<file path="src/rtl/dma_arb_pkg.sv">
package dma_arb_pkg;
  typedef enum logic [1:0] {
    ST_IDLE  = 2'd0,
    ST_HOLD  = 2'd1,
    ST_SERVE = 2'd2
  } arb_state_e;
endpackage

</file>
<file path="src/rtl/dma_req_sync.sv">
module dma_req_sync #(
  parameter int N_CH   = 4,
  parameter int STAGES = 2
) (
  input  logic            clk_i,
  input  logic            rst_ni,
  input  logic [N_CH-1:0] async_i,
  output logic [N_CH-1:0] sync_o
);
  for (genvar c = 0; c < N_CH; c++) begin : g_ch
    logic [STAGES-1:0] pipe_q;
    always_ff @(posedge clk_i or negedge rst_ni) begin
      if (!rst_ni) pipe_q <= '0;
      else         pipe_q <= {pipe_q[STAGES-2:0], async_i[c]};
    end
    assign sync_o[c] = pipe_q[STAGES-1];
  end
endmodule

</file>
<file path="src/rtl/dma_prio_pick.sv">
module dma_prio_pick #(
  parameter int N_CH = 4,
  localparam int CH_W = $clog2(N_CH)
) (
  input  logic            clk_i,
  input  logic            rst_ni,
  input  logic [N_CH-1:0] pend_i,
  input  logic [CH_W-1:0] base_i,
  output logic            any_o,
  output logic [CH_W-1:0] idx_o,
  output logic [N_CH-1:0] oh_o
);
  // search from base_i upward with wrap; N_CH must be a power of two
  always_comb begin
    logic found;
    logic [CH_W-1:0] cand;
    found = 1'b0;
    idx_o = '0;
    for (int i = 0; i < N_CH; i++) begin
      cand = base_i + CH_W'(i);
      if (!found && pend_i[cand]) begin
        found = 1'b1;
        idx_o = cand;
      end
    end
    any_o = found;
    oh_o  = found ? (N_CH'(1) << idx_o) : '0;
  end

  AST_PICK_PENDING: assert property (@(posedge clk_i) disable iff (!rst_ni)
    (|pend_i) |-> ($onehot(oh_o) && ((oh_o & pend_i) != '0)));
endmodule

</file>
<file path="src/rtl/dma_req_arbiter.sv">
module dma_req_arbiter #(
  parameter int N_CH        = 4,
  parameter int SYNC_STAGES = 2,
  localparam int CH_W = $clog2(N_CH)
) (
  input  logic            clk_i,
  input  logic            rst_ni,
  input  logic [N_CH-1:0] req_i,
  input  logic            rotate_i,
  input  logic            hold_ack_i,
  input  logic            done_i,
  output logic            hold_req_o,
  output logic [N_CH-1:0] ack_o
);
  import dma_arb_pkg::*;

  logic [N_CH-1:0] req_s;
  logic [N_CH-1:0] pick_oh;
  logic [CH_W-1:0] pick_idx, base_q, win_q, search_base;
  logic            pick_any;
  arb_state_e      state_q;

  dma_req_sync #(.N_CH(N_CH), .STAGES(SYNC_STAGES)) u_sync (
    .clk_i   (clk_i),
    .rst_ni  (rst_ni),
    .async_i (req_i),
    .sync_o  (req_s)
  );

  assign search_base = rotate_i ? base_q : '0;

  dma_prio_pick #(.N_CH(N_CH)) u_pick (
    .clk_i  (clk_i),
    .rst_ni (rst_ni),
    .pend_i (req_s),
    .base_i (search_base),
    .any_o  (pick_any),
    .idx_o  (pick_idx),
    .oh_o   (pick_oh)
  );

  always_ff @(posedge clk_i or negedge rst_ni) begin
    if (!rst_ni) begin
      state_q <= ST_IDLE;
      win_q   <= '0;
      base_q  <= '0;
    end else begin
      unique case (state_q)
        ST_IDLE:  if (pick_any) state_q <= ST_HOLD;
        ST_HOLD: begin
          if (!pick_any) state_q <= ST_IDLE;
          else if (hold_ack_i) begin
            state_q <= ST_SERVE;
            win_q   <= pick_idx;
          end
        end
        ST_SERVE: begin
          if (done_i) begin
            base_q  <= win_q + CH_W'(1); // served channel drops to last
            state_q <= pick_any ? ST_HOLD : ST_IDLE;
          end
        end
        default: state_q <= ST_IDLE;
      endcase
    end
  end

  assign hold_req_o = (state_q != ST_IDLE);
  assign ack_o = (state_q == ST_SERVE && hold_ack_i) ? (N_CH'(1) << win_q) : '0;

  AST_ACK_ONEHOT: assert property (@(posedge clk_i) disable iff (!rst_ni)
    $onehot0(ack_o));
  AST_ACK_NEEDS_BUS: assert property (@(posedge clk_i) disable iff (!rst_ni)
    (|ack_o) |-> (hold_ack_i && hold_req_o));
  AST_WINNER_HELD: assert property (@(posedge clk_i) disable iff (!rst_ni)
    (state_q == ST_SERVE && !done_i) |=> $stable(win_q));
  AST_HOLD_IN_SERVICE: assert property (@(posedge clk_i) disable iff (!rst_ni)
    (state_q == ST_SERVE && !done_i) |=> hold_req_o);
  AST_RETURN_TO_HOLD: assert property (@(posedge clk_i) disable iff (!rst_ni)
    (state_q == ST_SERVE && done_i && pick_any) |=> (hold_req_o && ack_o == '0));
endmodule

</file>
<file path="config.mk">
export PLATFORM = sky130hd
export DESIGN_NAME = dma_req_arbiter
export DESIGN_NICKNAME = d
export VERILOG_FILES = /design/src/rtl/dma_arb_pkg.sv /design/src/rtl/dma_req_sync.sv /design/src/rtl/dma_prio_pick.sv /design/src/rtl/dma_req_arbiter.sv
export SDC_FILE = /design/constraint.sdc
export NUM_CORES = 1
export LEC_CHECK = 0
export CAP_MARGIN = 20
export CELL_PAD_IN_SITES_DETAIL_PLACEMENT = 0
export CELL_PAD_IN_SITES_GLOBAL_PLACEMENT = 1
export CORE_AREA = 2 2 58 60
export CTS_CLUSTER_SIZE = 10
export DETAILED_ROUTE_END_ITERATION = 10
export DIE_AREA = 0 0 60 62
export DONT_BUFFER_PORTS = 1
export GPL_ROUTABILITY_DRIVEN = 0
export GPL_TIMING_DRIVEN = 0
export PLACE_DENSITY_LB_ADDON = 0.1
export SYNTH_ARGS = -nofsm -noshare
export SYNTH_HDL_FRONTEND = slang
export SYNTH_SLANG_ARGS = --single-unit
</file>
<file path="constraint.sdc">
create_clock -name clk_i -period 2.6 [get_ports clk_i]
set_input_delay 0.52 -clock clk_i [delete_from_list [all_inputs] [get_ports clk_i]]
set_output_delay 0.52 -clock clk_i [all_outputs]
set_load 0.05 [all_outputs]
</file>
==> results.cfg <==
[run_status]
outcome = finished clean

[clocking]
clockRootBuffer = clkbuf_4
cts_resized = 0
max-clock-path-buffers = 2
cts_sinks = 14
cts_tree = done
clk-insertion-delay-late_ps = 270
cts-htree-levels = 1
cts_made_buffers = 3
clk_pin_slew_ps = 90

[worst_hold_path]
hold_path.class = input port to flip-flop

[drt]
vias_per_cell = 4.706
dr.first_iter.drc_count = 38
avgRoutedWirePerCell_microns = 13.21
drcViolationCount = 0
drtPass1Iterations = 4
routed_wl_microns = 1797
ant_nets = 0
vias = 640

[timing]
final_hold_viol_count = 0
setup-violations-final = 0
rsz0062_at_grt = false
period_needed_ps = 2052
worst-slew-pin-transition_ps = 619.4
slew_headroom_pct = 58.57
finalMaxSlewViolations = 0
fin_hold_ws_ps = 268.3
min_period_over_period_pct = 78.91
tns_ps = 0
finClkSkew_ps = 1.123
fmax_ghz = 0.4874

[synthesis]
synthTopCellsByCount = dfrtp_1, nand2_1, inv_1
synth_top_area_share_pct = 39.72
yosys-top-cells-area = dfrtp_1, ha_1, buf_6
ys_types = 38
synth_nets = 98
synth_most_common_cell = dfrtp_1
ys_ff_latch = 14
synth_area_leader_cell = dfrtp_1
synth_cells = 85
yosys_warnings = 0
postSynth.asyncResetShare_pct = 100.0
syn_area_sq_um = 882.1
avgSynthCellArea_sq_um = 10.38
synth_edf_count = 0
synth-main-ff-cell = dfrtp_1
synth-seq-area-share_pct = 39.72

[critical_path]
cp_data_arrival_time_ps = 1530
reg2reg_slack_ps = 1040
r2r-start = base_q[1]$_DFFE_PN0P_
worst_ep_required_time_ps = 2080
critPathLaunch = state_q[1]$_DFFE_PN0P_
cp_max_fo = 6
critPathMaxStageDelay_ps = 530
crit_path_start_kind = flip-flop
path_cells = nor2b_1, and3_1
critPathSlowestCell = and3_1
worstReg2RegEnd = win_q[0]$_DFFE_PN0P_
reg2reg_depth = 6
crit_end = ack_o[3]
end_kind = output port
crit_type = flip-flop to output port

[layout]
fin_util_pct = 31.01
drive_above_1_share_pct = 20.00
nNetsFinal = 104
insertedDiodeCount = 0
area_growth_pct = 11.77
fill_cells = 339

[grt]
grt_max_degree = 15
grtUsageTotal_pct = 10.06
grt_pass1_vias = 572
overflow = 0
grt_pass1_wl_microns = 2766
antenna_found_initial = 0

[job]
cap_violations = 0

[placement]
io_buffers = 0
hpwl_microns = 1322

[die]
io_pins = 14
dieArea_sq_um = 3720
fp.coreArea_sq_um = 3179
die_w_microns = 60
fp.dieH_microns = 62
rows = 21
start_util_pct = 27.74

[power_and_ir_drop]
p_per_area_nw_per_um2 = 936.8
p_leak_nw = 0.4308
ir_drop_uv = 282.0
==> per-stage QoR <==
| stage | area, sq um | setup slack [ps] | instances | power [W] |
|---|---|---|---|---|
| 2_1_floorplan | 882.1 | 991.8 | 85 | 0.0006910 |
| 3_3_place_gp | 939.7 | 875.0 | 131 | 0.0007771 |
| 3_5_place_dp | 939.7 | 865.8 | 131 | 0.0007688 |
| 4_1_cts | 985.9 | 542.5 | 136 | 0.0009314 |
| 5_1_grt | 985.9 | 470.4 | 136 | 0.0009915 |
| 6_report | 985.9 | 548.3 | 136 | 0.0009236 |
==> registers in the layout (all words and copies together) (netlist names) <==
name / flops
win_q: 2
u_sync.g_ch.pipe_q: 8
state_q: 2
base_q: 2
==> timing repair <==
action | in CTS | in global routing
buffers inserted | 0 | 0
endpoints found under the hold margin | 14 | 0
hold buffers | 1 | 0
==> per-layer routing <==
| layer | part of all wire (%) | global-route usage (%) | wire (microns) |
|---|---|---|---|
| met5 | 0 | 0 | 0 |
| met4 | 0.78 | 3.810 | 14 |
| met1 | 53 | 14.78 | 952 |
| met2 | 43 | 14.60 | 780 |
| met3 | 2.7 | 1.863 | 49 |
==> cells in the final DEF, fill, tap and decap left out, types with 2 or more instances in the layout <==
cell,Yosys,layout
inv_1,5,5
nor2b_1,3,3
or2_2,2,2
a21oi_1,2,2
and2_1,2,2
ha_1,4,4
o22ai_1,3,3
o2bb2ai_1,2,2
nand2b_1,3,3
nand2_1,6,6
clkbuf_4,0,3
buf_6,3,3
a22o_1,2,2
nor2_1,2,2
dfrtp_1,14,14
o21ai_1,4,4
and3_1,4,4
a211oi_1,2,2
a31oi_1,2,2
==> power by group <==
part	switching, W	internal [W]
combinational	0.000260	0.000192
sequential	0.0000477	0.000269
clock	0.0000694	0.0000850
total	0.000377	0.000547
==> cell families after synthesis <==
family | synth area share, %
AO/OA/AOI/OAI | 25.68
adder cells (fa/ha/maj) | 5.674
buffers and inverters | 6.524
flip-flops | 39.72
multiplexers | 4.113
AND/OR/NAND/NOR | 18.30
==> worst min path at each step <==
stage	startpoint	cells after the start	to	slack [ps]
after floorplan	rst_ni	0	base_q[0]$_DFFE_PN0P_	220
after global placement	rst_ni	0	u_sync.g_ch[2].pipe_q[1]$_DFF_PN0_	220
after detailed placement	rst_ni	0	u_sync.g_ch[2].pipe_q[1]$_DFF_PN0_	220
after CTS	req_i[2]	0	u_sync.g_ch[2].pipe_q[0]$_DFF_PN0_	260
after global routing	req_i[3]	0	u_sync.g_ch[3].pipe_q[0]$_DFF_PN0_	250
final	req_i[2]	0	u_sync.g_ch[2].pipe_q[0]$_DFF_PN0_	270
==> worst max-delay path, delay by kind of cell (launching register included) <==
kind / cells / cell delay [ps]
DFF: 1 / 390
and+or+nand+nor: 2 / 860
==> cell type report <==
| cell class | count | area, sq um | area share (%) |
|---|---|---|---|
| multi-input combinational | 62 | 474.2 | 48.10 |
| sequential | 14 | 350.3 | 35.53 |
| tap | 46 | 57.56 | 5.838 |
| buffer | 4 | 38.79 | 3.934 |
| clock buffer | 4 | 36.28 | 3.680 |
| inverter | 5 | 18.77 | 1.904 |
| timing repair buffer | 1 | 10.01 | 1.015 |
No activity file was read; power rests on OpenSTA's default activity.
